--- config.mk ---
export PLATFORM = sky130hd
export DESIGN_NAME = dly_addr_gen
export DESIGN_NICKNAME = d
export VERILOG_FILES = /design/src/rtl/dly_pkg.sv /design/src/rtl/dly_offset_table.sv /design/src/rtl/dly_ring_ptr.sv /design/src/rtl/dly_direct_addr.sv /design/src/rtl/dly_upd_seq.sv /design/src/rtl/dly_addr_gen.sv
export SDC_FILE = /design/constraint.sdc
export NUM_CORES = 1
export LEC_CHECK = 0
export BUFFER_PORTS_ARGS = -buffer_cell sky130_fd_sc_hd__buf_2
export CAP_MARGIN = 0
export CORE_UTILIZATION = 45
export CTS_BUF_LIST = sky130_fd_sc_hd__clkbuf_4
export CTS_CLUSTER_SIZE = 24
export DETAILED_ROUTE_END_ITERATION = 12
export PLACE_DENSITY = 0.72
export SYNTH_ARGS = -nofsm -noshare
export SYNTH_HDL_FRONTEND = slang
export SYNTH_SLANG_ARGS = --single-unit
--- constraint.sdc ---
create_clock -name clk -period 4 [get_ports clk]
set_clock_uncertainty 0.2 [all_clocks]
set_input_delay 0.2 -clock clk [delete_from_list [all_inputs] [get_ports clk]]
set_output_delay 0.2 -clock clk [all_outputs]
set_load 0.02 [all_outputs]
--- src/rtl/dly_pkg.sv ---
// Shared types for the delay address generator.
// Assumes the op encoding 0 none, 1 read, 2 write; code 3 is treated as none.
package dly_pkg;
    typedef enum logic [1:0] {
        OP_NONE  = 2'd0,
        OP_READ  = 2'd1,
        OP_WRITE = 2'd2,
        OP_RSVD  = 2'd3
    } op_e;
endpackage

--- src/rtl/dly_offset_table.sv ---
// Offset storage: one write port, one combinational read port.
// Assumes wr_idx is below DEPTH when wr_en is 1. A read of the entry written in
// the same cycle returns the old value.
module dly_offset_table #(
    parameter int DEPTH = 40,
    parameter int OFS_W = 16,
    parameter int IDX_W = 6
) (
    input  logic             clk,
    input  logic             wr_en,
    input  logic [IDX_W-1:0] wr_idx,
    input  logic [OFS_W-1:0] wr_data,
    input  logic [IDX_W-1:0] rd_idx,
    output logic [OFS_W-1:0] rd_data
);
    logic [OFS_W-1:0] store [DEPTH];

    // Store one word per write strobe.
    always_ff @(posedge clk) begin
        if (wr_en) store[wr_idx] <= wr_data;
    end

    assign rd_data = store[rd_idx];
endmodule

--- src/rtl/dly_ring_ptr.sv ---
// Ring pointer: held at zero while stopped, and one step per sample tick while running.
// Assumes the pointer wraps at 2^ADDR_W.
module dly_ring_ptr #(
    parameter int ADDR_W = 16
) (
    input  logic              clk,
    input  logic              rst_n,
    input  logic              run,
    input  logic              tick,
    output logic [ADDR_W-1:0] ptr
);
    // Advance the pointer on each tick while running.
    always_ff @(posedge clk) begin
        if (!rst_n || !run) ptr <= '0;
        else if (tick)      ptr <= ptr + 1'b1;
    end
endmodule

--- src/rtl/dly_direct_addr.sv ---
// Direct address latch with a two-step unlock after each load.
// age: 0 = no load since run, 1 = loaded on the previous edge, 2 = usable.
module dly_direct_addr #(
    parameter int ADDR_W = 16
) (
    input  logic              clk,
    input  logic              rst_n,
    input  logic              run,
    input  logic              load,
    input  logic [ADDR_W-1:0] bus,
    output logic [ADDR_W-1:0] addr,
    output logic              ready
);
    logic [1:0] age;

    // Capture the bus value and restart the unlock count on every load.
    always_ff @(posedge clk) begin
        if (!rst_n || !run) begin
            age  <= 2'd0;
            addr <= '0;
        end else if (load) begin
            age  <= 2'd1;
            addr <= bus;
        end else if (age == 2'd1) begin
            age  <= 2'd2;
        end
    end

    assign ready = (age == 2'd2);
endmodule

--- src/rtl/dly_upd_seq.sv ---
// Run-time update sequencer. It walks the entries from base upward, wrapping
// from DEPTH-1 to 0, writes one entry per data beat and clears itself after the
// last beat. Assumes base is below DEPTH; a start with a larger base is ignored.
module dly_upd_seq #(
    parameter int DEPTH = 40,
    parameter int IDX_W = 6,
    parameter int LEN_W = 4
) (
    input  logic             clk,
    input  logic             rst_n,
    input  logic             run,
    input  logic             start,
    input  logic [IDX_W-1:0] base,
    input  logic [LEN_W-1:0] len_m1,
    input  logic             wvalid,
    output logic             busy,
    output logic             wr_en,
    output logic [IDX_W-1:0] wr_idx
);
    logic [LEN_W-1:0] left;

    assign wr_en  = busy && wvalid;

    // Track the active entry and the beats still to come.
    always_ff @(posedge clk) begin
        if (!rst_n || !run) begin
            busy   <= 1'b0;
            wr_idx <= '0;
            left   <= '0;
        end else if (!busy) begin
            if (start && (base < IDX_W'(DEPTH))) begin
                busy   <= 1'b1;
                wr_idx <= base;
                left   <= len_m1;
            end
        end else if (wvalid) begin
            wr_idx <= (wr_idx == IDX_W'(DEPTH - 1)) ? '0 : wr_idx + 1'b1;
            if (left == '0) busy <= 1'b0;
            else            left <= left - 1'b1;
        end
    end
endmodule

--- src/rtl/dly_addr_gen.sv ---
// Delay address generator top. It combines the table, the ring pointer, the
// direct address and the update sequencer into registered memory requests.
// Assumes OFS_W <= ADDR_W. Host writes apply only while stopped, updates only while running.
module dly_addr_gen #(
    parameter int DEPTH   = 40,
    parameter int OFS_W   = 16,
    parameter int ADDR_W  = 16,
    parameter int MAX_RUN = 16,
    localparam int IDX_W  = $clog2(DEPTH),
    localparam int LEN_W  = $clog2(MAX_RUN)
) (
    input  logic              clk,
    input  logic              rst_n,
    input  logic              run,
    input  logic              sample_tick,
    input  logic              host_we,
    input  logic [IDX_W-1:0]  host_idx,
    input  logic [OFS_W-1:0]  host_data,
    input  logic [1:0]        op,
    input  logic              use_direct,
    input  logic              dadr_load,
    input  logic [ADDR_W-1:0] dbus,
    input  logic              upd_start,
    input  logic [IDX_W-1:0]  upd_base,
    input  logic [LEN_W-1:0]  upd_len_m1,
    input  logic              upd_wvalid,
    input  logic [OFS_W-1:0]  upd_wdata,
    output logic [ADDR_W-1:0] mem_addr,
    output logic              mem_rd,
    output logic              mem_wr,
    output logic              upd_busy
);
    import dly_pkg::*;

    logic [IDX_W-1:0]  rd_idx_q;
    logic [OFS_W-1:0]  ofs;
    logic [ADDR_W-1:0] ring_q;
    logic [ADDR_W-1:0] daddr;
    logic              dready;
    logic              upd_we;
    logic [IDX_W-1:0]  upd_idx;
    logic              tbl_we;
    logic [IDX_W-1:0]  tbl_widx;
    logic [OFS_W-1:0]  tbl_wdata;
    op_e               op_dec;
    logic              is_rd, is_wr, tbl_acc, dir_acc;

    // Choose the table writer: the host while stopped, the sequencer while running.
    always_comb begin
        if (run) begin
            tbl_we    = upd_we;
            tbl_widx  = upd_idx;
            tbl_wdata = upd_wdata;
        end else begin
            tbl_we    = host_we && (host_idx < IDX_W'(DEPTH));
            tbl_widx  = host_idx;
            tbl_wdata = host_data;
        end
    end

    // Decode the command into table and direct accesses.
    always_comb begin
        op_dec  = op_e'(op);
        is_rd   = (op_dec == OP_READ);
        is_wr   = (op_dec == OP_WRITE);
        tbl_acc = run && (is_rd || is_wr) && !use_direct;
        dir_acc = run && (is_rd || is_wr) && use_direct && dready;
    end

    dly_offset_table #(.DEPTH(DEPTH), .OFS_W(OFS_W), .IDX_W(IDX_W)) i_table (
        .clk(clk), .wr_en(tbl_we), .wr_idx(tbl_widx), .wr_data(tbl_wdata),
        .rd_idx(rd_idx_q), .rd_data(ofs)
    );

    dly_ring_ptr #(.ADDR_W(ADDR_W)) i_ring (
        .clk(clk), .rst_n(rst_n), .run(run), .tick(sample_tick), .ptr(ring_q)
    );

    dly_direct_addr #(.ADDR_W(ADDR_W)) i_direct (
        .clk(clk), .rst_n(rst_n), .run(run), .load(dadr_load), .bus(dbus),
        .addr(daddr), .ready(dready)
    );

    dly_upd_seq #(.DEPTH(DEPTH), .IDX_W(IDX_W), .LEN_W(LEN_W)) i_upd (
        .clk(clk), .rst_n(rst_n), .run(run), .start(upd_start), .base(upd_base),
        .len_m1(upd_len_m1), .wvalid(upd_wvalid), .busy(upd_busy),
        .wr_en(upd_we), .wr_idx(upd_idx)
    );

    // Step the table position in program order and restart it each sample.
    always_ff @(posedge clk) begin
        if (!rst_n || !run)  rd_idx_q <= '0;
        else if (sample_tick) rd_idx_q <= '0;
        else if (tbl_acc)     rd_idx_q <= (rd_idx_q == IDX_W'(DEPTH - 1)) ? '0 : rd_idx_q + 1'b1;
    end

    // Register the physical address and the request for each accepted access.
    always_ff @(posedge clk) begin
        if (!rst_n) begin
            mem_addr <= '0;
            mem_rd   <= 1'b0;
            mem_wr   <= 1'b0;
        end else begin
            mem_rd <= (tbl_acc || dir_acc) && is_rd;
            mem_wr <= (tbl_acc || dir_acc) && is_wr;
            if (dir_acc)      mem_addr <= daddr;
            else if (tbl_acc) mem_addr <= ADDR_W'(ofs) + ring_q;
        end
    end
endmodule

# == Yosys cells after proc, flatten, opt, wreduce, memory -nomap -nowiden ==
# Memory sizes are Yosys's and may differ from the RTL's. A register that Yosys moved wholly into a read port is not among the register bits.
# Index checks and enable logic that the tools add are counted.
# totals
register_bits,69
mem_bits_rw,640
inputBits,75
output_inout_bits,19
word_cells,74
memories,1
# mem_list
name,depth,word_bits,rd,rd_clocked_by_memory_dff,write_ports,line_no,rtl
i_table.store,40,16,1,1,1,dly_offset_table.sv:16,logic [OFS_W-1:0] store [DEPTH];
# op_classes
n_addsub,5
magnitude_cmp,2
eq_ne,8
muxes,24
n_reduce_logical,23
# ops
operator,n
$mux W16,3
$mux W6,8
$add A16 B1 Y16 const B,1
$add A16 B16 Y16,1
$mux W4,4
$add A6 B1 Y6 const B,2
$eq A6 B6 Y1 const B,2
$lt A6 B6 Y1 const B,2
$logic_and A1 B1 Y1,9
$mux W1,9
$reduce_bool A2 Y1,3
$eq A2 B1 Y1 const B,2
$eq A2 B2 Y1 const B,2
$logic_not A4 Y1,1
$ne A2 B2 Y1 const B,2
$reduce_or A2 Y1,2
$sub A4 B1 Y4 const B,1
$logic_not A1 Y1,3
$logic_or A1 B1 Y1,3
$reduce_and A3 Y1,1
$reduce_and A2 Y1,1

# == Logic depth before layout (Yosys ltp) ==
# Gate-level depths: netlist (run 1).
# depth
ltp_word,7
depth_mapped,18

# == By module ==
# A second synthesis (run 1) with hierarchy kept.
# unflattened
hier_cells,1781
hier_area_um2,29548.3
# modules_own_cells
module,instances,cells_each,area_per_inst_um2
dly_offset_table,1,1302,25314.3
dly_addr_gen,1,250,2127.0
dly_upd_seq,1,92,740.7
dly_ring_ptr,1,78,721.9
dly_direct_addr,1,59,644.4

# == Worst setup path before layout (run 1) ==
# No wires, ideal clock.
# synth_path
path_type,flip-flop to flip-flop
start,reg (tool-made name)
end,reg mem_addr[14]
setup_ns,0.117
arrival_ns,4.097
required_ns,3.683
path_slack_ns,-0.415
path_stages_with_launch,18
n_path_buf,3
cell_sequence,dfxtp_1 -> buf_6 -> buf_6 -> buf_2 -> mux4_2 -> mux4_2 -> a211oi_1 -> a21oi_1 -> ha_1 -> inv_1 -> fa_1 -> nand2b_1 -> a21oi_1 -> o2111a_1 -> o31a_1 -> o31a_1 -> or3_1 -> a32o_1
# synth_lines
item,line_no,rtl
end signal: assignment,dly_addr_gen.sv:106,if (dir_acc) mem_addr <= daddr;
end signal: assignment,dly_addr_gen.sv:107,else if (tbl_acc) mem_addr <= ADDR_W'(ofs) + ring_q;
end: declaration,dly_addr_gen.sv:28,"output logic [ADDR_W-1:0] mem_addr,"

==> impl_metrics.py, run 1 <==
metrics = {
    "status": {
        "outcome": "finished, violations left",
        "violations": "setup timing",
    },
    "routing": {
        "first_pass_iters": 5,
        "routed.top_layer": "met4",
        "wl_mm": 71.9,
        "wl_met3_mm": 6.08,
        "wl_met2_mm": 35.5,
        "avgViaCountPerCell": 5.62,
        "wl_met1_mm": 28.3,
        "wl_per_cell_um": 24.1,
        "drt_iter0_drc": 1911,
        "vias": 16792,
        "drc": 0,
        "postRouteAntennaNets": 0,
    },
    "synthesis": {
        "synthCells": 1480,
        "yosysSeqAreaShare_pct": 72.4,
        "synth-warning-count": 0,
        "yosys-top-cells-area": "edfxtp_1, mux4_2, dfxtp_1",
        "async_flop_share_pct": 0,
        "ys_types": 63,
        "syn_nets": 1577,
        "synth_top_cell_area_share_pct": 67.2,
        "ys_ff_latch": 715,
        "synth_area_leader_cell": "edfxtp_1",
        "netlist_area_um2": 28600,
        "synth_edf_count": 640,
        "syn_area_per_cell_um2": 19.3,
        "synthFlopType": "edfxtp_1",
    },
    "critical_path": {
        "path_class": "reg2reg",
        "crit_required_ns": 4.65,
        "startpoint_type": "flop",
        "critical_path.endpoint_type": "flop",
        "critPathMaxFanout": 8,
        "cp.arrival_ns": 5.10,
    },
    "place": {
        "portBuffers": 93,
        "hpwl_mm": 39.5,
        "gp_congestion": 0.859,
        "dp_slack_ns": -0.411,
    },
    "sta": {
        "hold_violations": 0,
        "layout_setup_ws_ns": -0.444,
        "tightestPinTransition_ns": 1.15,
        "maxClockFrequency_mhz": 225,
        "min_period_ns": 4.44,
        "max_slew_margin_pct": 23.2,
        "final.setup.tns_ns": -2.28,
        "slew_viol_final": 0,
        "finalCritPeriodShare_pct": 111,
        "rsz0062_at_grt": "yes",
        "setup_violations": 9,
    },
    "floorplan": {
        "start_util_pct": 45.4,
        "io_pins": 94,
        "core_um2": 63000,
        "dieArea_um2": 64600,
        "die_h_um": 254,
        "fp.dieW_um": 254,
        "rows": 92,
    },
    "clocking": {
        "clkLatencyLatePin_ns": 1.00,
        "cts.sinks": 715,
        "clk_path_buf_depth": 3,
        "cts_inserted_buffers": 174,
        "root_buffer": "clkbuf_4",
        "htree_levels": 4,
        "cts_tree": "yes",
        "clk_pin_slew_ns": 0.07,
    },
    "cells_and_area": {
        "fin_nets": 2120,
        "mostFrequentLayoutCell": "edfxtp_1",
        "nFillCells": 4594,
        "final_cell_mix": "edfxtp_1, clkbuf_4, mux4_2, dlygate4sd3_1, buf_4",
        "regArea_um2": 20700,
        "areaGrowthSynthToFinish_pct": 24.8,
        "drive_above_1_share_pct": 37.8,
        "multi_input_area_um2": 7690,
    },
    "pwr": {
        "powerDensity_nw_per_um2": 413,
        "p_leak_nw": 12.1,
        "ir_drop_v": 0.000224,
    },
    "grt": {
        "grt_pass1_wl_mm": 106,
        "gr-total-overflow": 0,
        "grt_pass1_vias": 17468,
        "grt_antenna_before_repair": 3,
        "grt_max_degree": 49,
        "grt_use_total_pct": 22.6,
    },
    "job": {
        "drv_cap": 0,
    },
    "hold_path": {
        "hold_path_class": "in2reg",
    },
}
## synthesized netlist by cell type, types with 5 or more instances
| library cell | count |
|---|---|
| edfxtp_1 | 640 |
| mux4_2 | 188 |
| nor2_1 | 105 |
| dfxtp_1 | 75 |
| nand2_1 | 49 |
| mux2i_1 | 42 |
| a21oi_1 | 37 |
| clkbuf_1 | 33 |
| o21ai_0 | 23 |
| ha_1 | 21 |
| buf_2 | 18 |
| mux2_2 | 18 |
| nor2b_1 | 17 |
| xor2_1 | 17 |
| inv_1 | 16 |
| nand3_1 | 14 |
| a211oi_1 | 13 |
| buf_1 | 13 |
| xnor2_1 | 11 |
| nor3_1 | 10 |
| and3_1 | 9 |
| nand3b_1 | 8 |
| a21o_1 | 6 |
| buf_4 | 6 |
| buf_6 | 6 |
| nand2b_1 | 6 |
| nor3b_1 | 6 |
| o21a_1 | 6 |
| a221oi_1 | 5 |
## per-layer routing
layer,vias to the layer above,track usage (%)
met2,888,37.1
li1,7231,-
met5,-,0
met1,8529,29.2
met4,0,9.47
met3,144,5.11
## worst max-delay path, cell delays in order, from the launching register on
cell and delay (ns):
dfxtp_4 0.40, buf_6 0.12, buf_12 0.15, buf_12 0.13, buf_6 0.10, mux4_2 0.48, mux4_2 0.49, a211oi_2 0.26
a21oi_1 0.07, ha_1 0.32, a21o_1 0.18, o2111a_1 0.27, o31a_1 0.28, o31a_1 0.26, or3_1 0.35, a32o_1 0.25
## what timing repair did
action / in CTS / in global routing
setup buffers: 5 / 18
cloned: 1 / 2
gates resized for setup: 8 / 46
setup endpoints to repair: 10 / 14
hold endpoints to repair: 1355 / 0
pin swaps: 2 / 16
hold buffers: 179 / 0
## sequential cells by signal, indices dropped and copies added (netlist names), named ones only
register and count:
mem_rd 1, i_ring.ptr 16, mem_addr 16, i_table.store 640, i_upd.wr_idx 6, mem_wr 1
i_upd.busy 1, i_upd.left 4, rd_idx_q 6, i_direct.age 2, i_direct.addr 16
## report_power, final
group / switching (mW) / internal [mW] / total [mW]
Sequential: 0.0216 / 8.21 / 8.23
Clock: 2.82 / 3.03 / 5.86
Combinational: 0.366 / 0.300 / 0.665
Total: 3.21 / 11.5 / 14.7
## logic make-up (layout without fill, tap and decap cells)
group,count (synthesis),count (layout),share of synthesized area [%]
adder cells (fa/ha/maj),22,22,0.989
AO/OA/AOI/OAI,134,134,3.28
multiplexers,248,248,17.0
flip-flops,715,715,72.4
buffers and inverters,92,753,1.52
other,0,3,0
AND/OR/NAND/NOR,241,241,3.93
XOR/XNOR,28,28,0.857
## cell type report
type / instances / share of cell area [%]
antenna: 3 / 0.0210
clock buffer: 240 / 5.05
clock inverter: 54 / 0.978
inverter: 16 / 0.168
multi-input combinational: 673 / 21.5
sequential: 715 / 58.1
tap: 846 / 2.96
timing repair buffer: 443 / 11.2
## per-stage QoR
stage / std cells / power [mW] / area, µm² / util [%] / hold WS [ns]
2_1_floorplan: 1480 / 8.64 / 28700 / - / 0.126
4_1_cts: 2969 / 14.8 / 35300 / 56.1 / 0.00137
6_report: 2990 / 14.7 / 35700 / 56.7 / 0.146
5_1_grt: 2990 / 15.3 / 35700 / 56.7 / 0.0916
3_5_place_dp: 2490 / 8.84 / 31100 / 49.4 / 0.242
3_3_place_gp: 2490 / 8.81 / 31100 / 49.4 / 0.238
## final timing paths
path	start	to	slack, ns	depth (start not counted)
worst max-delay path	flop	mem_addr[14]	-0.44	15
worst min-delay path	upd_wdata[7]	i_table.store[10][7]	0.15	4
worst max register to register	flop	mem_addr[14]	-0.44	15
worst min register to register	mem_addr[2]	mem_addr[2]	0.29	2
(Power assumes the default switching activity.)
==> run 2: changes to the inputs <==
==> constraint.sdc (replaced) <==
create_clock -name clk -period 4 [get_ports clk]
set_clock_uncertainty 0.2 [all_clocks]
set_input_delay 0.8 -clock clk [delete_from_list [all_inputs] [get_ports clk]]
set_output_delay 0.8 -clock clk [all_outputs]
set_load 0.02 [all_outputs]
==> impl_metrics.py, run 2 (same netlist as run 1, synthesis figures left out) <==
metrics = {
    "routing": {
        "wl_met1_mm": 27.0,
        "wl_mm": 68.3,
        "vias": 16272,
        "postRouteAntennaNets": 0,
        "drc": 0,
        "routed.top_layer": "met4",
        "first_pass_iters": 5,
        "wl_met2_mm": 33.6,
        "avgViaCountPerCell": 5.64,
        "wl_per_cell_um": 23.7,
        "wl_met3_mm": 5.93,
        "drt_iter0_drc": 1762,
    },
    "floorplan": {
        "die_h_um": 254,
        "core_um2": 63000,
        "rows": 92,
        "fp.dieW_um": 254,
        "io_pins": 94,
        "dieArea_um2": 64600,
        "start_util_pct": 45.4,
    },
    "pwr": {
        "pwr-share-comb_pct": 3.3,
        "swShare_pct": 21.3,
        "intPower_mw": 11.8,
        "p_clk_share_pct": 41.9,
        "switchingPower_mw": 3.21,
        "seqPwrFrac_pct": 54.8,
        "p_leak_nw": 11.6,
        "total_power_mw": 15.0,
        "ir_drop_v": 0.000234,
        "powerDensity_nw_per_um2": 435,
    },
    "cells_and_area": {
        "fin_util_pct": 54.9,
        "final_area_um2": 34500,
        "finalNonFillerCells": 2887,
        "fin_nets": 1993,
        "nFillCells": 4720,
        "areaGrowthSynthToFinish_pct": 20.8,
        "regArea_um2": 20700,
        "regMostFlops": "i_table.store",
        "mostFrequentLayoutCell": "edfxtp_1",
        "final_cell_mix": "edfxtp_1, clkbuf_4, mux4_2, buf_4, buf_2",
        "largest_reg_flops": 640,
        "drive_above_1_share_pct": 40.4,
        "multi_input_area_um2": 7710,
    },
    "sta": {
        "tightestPinTransition_ns": 1.03,
        "finalCritPeriodShare_pct": 113,
        "setup_violations": 10,
        "maxClockFrequency_mhz": 221,
        "hold_violations": 0,
        "rsz0062_at_grt": "yes",
        "min_period_ns": 4.52,
        "max_slew_margin_pct": 31.0,
        "layout_setup_ws_ns": -0.517,
        "fin_hold_ws_ns": 0.110,
        "slew_viol_final": 0,
        "final.setup.tns_ns": -2.61,
    },
    "clocking": {
        "clkLatencyLatePin_ns": 1.03,
        "cts.sinks": 715,
        "root_buffer": "clkbuf_4",
        "cts_inserted_buffers": 177,
        "clk_pin_slew_ns": 0.08,
        "clk_path_buf_depth": 3,
        "htree_levels": 4,
        "cts_tree": "yes",
    },
    "place": {
        "dp_slack_ns": -0.524,
        "dp_cells": 2489,
        "portBuffers": 93,
        "hpwl_mm": 40.2,
        "gp_congestion": 0.865,
        "placed_area_um2": 31100,
    },
    "critical_path": {
        "timing.rr.end": "mem_addr[14]",
        "critical_path.endpoint_type": "flop",
        "r2r_cells": 17,
        "startpoint_type": "flop",
        "critPathMaxFanout": 8,
        "cp.arrival_ns": 5.20,
        "cp-endpoint": "mem_addr[14]",
        "path_class": "reg2reg",
        "r2r_slack_ns": -0.52,
        "crit_required_ns": 4.68,
    },
    "grt": {
        "grt_max_degree": 42,
        "grt_pass1_vias": 16626,
        "gr-total-overflow": 0,
        "grt_use_total_pct": 21.5,
        "grt_antenna_before_repair": 2,
        "grt_pass1_wl_mm": 100,
    },
    "status": {
        "violations": "setup timing",
        "outcome": "finished, violations left",
    },
    "hold_path": {
        "hold_path_class": "in2reg",
        "hp-start": "upd_len_m1[1]",
    },
    "job": {
        "drv_cap": 0,
    },
}
run 2: worst min path at each step:
stage | end | cells after the start | slack (ns)
2_1_floorplan | i_ring.ptr[14] | 2 | 0.26
4_1_cts | i_upd.left[1] | 5 | 0.01
3_5_place_dp | mem_addr[0] | 2 | 0.26
3_3_place_gp | mem_addr[0] | 2 | 0.25
5_1_grt | i_upd.left[1] | 5 | 0.03
6_report | i_upd.left[1] | 5 | 0.11
run 2: power groups by stage:
| stage | clock (mW) | combinational, mW | sequential, mW |
|---|---|---|---|
| 6_report | 6.30 | 0.491 | 8.23 |
| 5_1_grt | 6.84 | 0.534 | 8.23 |
| 4_1_cts | 6.43 | 0.478 | 8.23 |
| 3_5_place_dp | 0 | 0.449 | 8.39 |
| 3_3_place_gp | 0 | 0.426 | 8.39 |
| 2_1_floorplan | 0 | 0.253 | 8.39 |
run 2: final cells by class:
cell class                      instances  area share (%)
Inverter                               16           0.174
Multi-Input combinational cell        673            22.3
Clock buffer                          253            5.50
Tap cell                              846            3.06
Antenna cell                            7          0.0507
Clock inverter                         64            1.36
Timing Repair Buffer                  313            7.52
Sequential cell                       715            60.0
run 2: worst max-delay path, stage by stage (launching register included):
cell and delay [ns]:
dfxtp_4 0.39, buf_12 0.14, buf_16 0.16, mux4_2 0.50, mux4_2 0.53, nor2b_4 0.16
a211oi_2 0.19, a21oi_2 0.06, ha_2 0.20, inv_2 0.06, fa_2 0.19, nand2b_4 0.13
a21oi_2 0.07, o2111a_1 0.25, o31a_1 0.27, o31a_1 0.26, or3_1 0.35, a32o_1 0.25
run 2: what timing repair did:
| action | 4_1_cts | 5_1_grt |
|---|---|---|
| endpoints found under the hold margin | 43 | 0 |
| gates cloned | 1 | 4 |
| resized for setup | 8 | 58 |
| hold buffers | 32 | 0 |
| pin swaps | 1 | 22 |
| endpoints found under the setup margin | 10 | 12 |
| buffers inserted | 4 | 34 |
run 2: routing by layer:
layer  GRT usage (%)  vias up
met1            27.6     8356
met3            5.26      113
met4            8.31        0
met2            35.4      783
met5               0        -
li1                -     7020
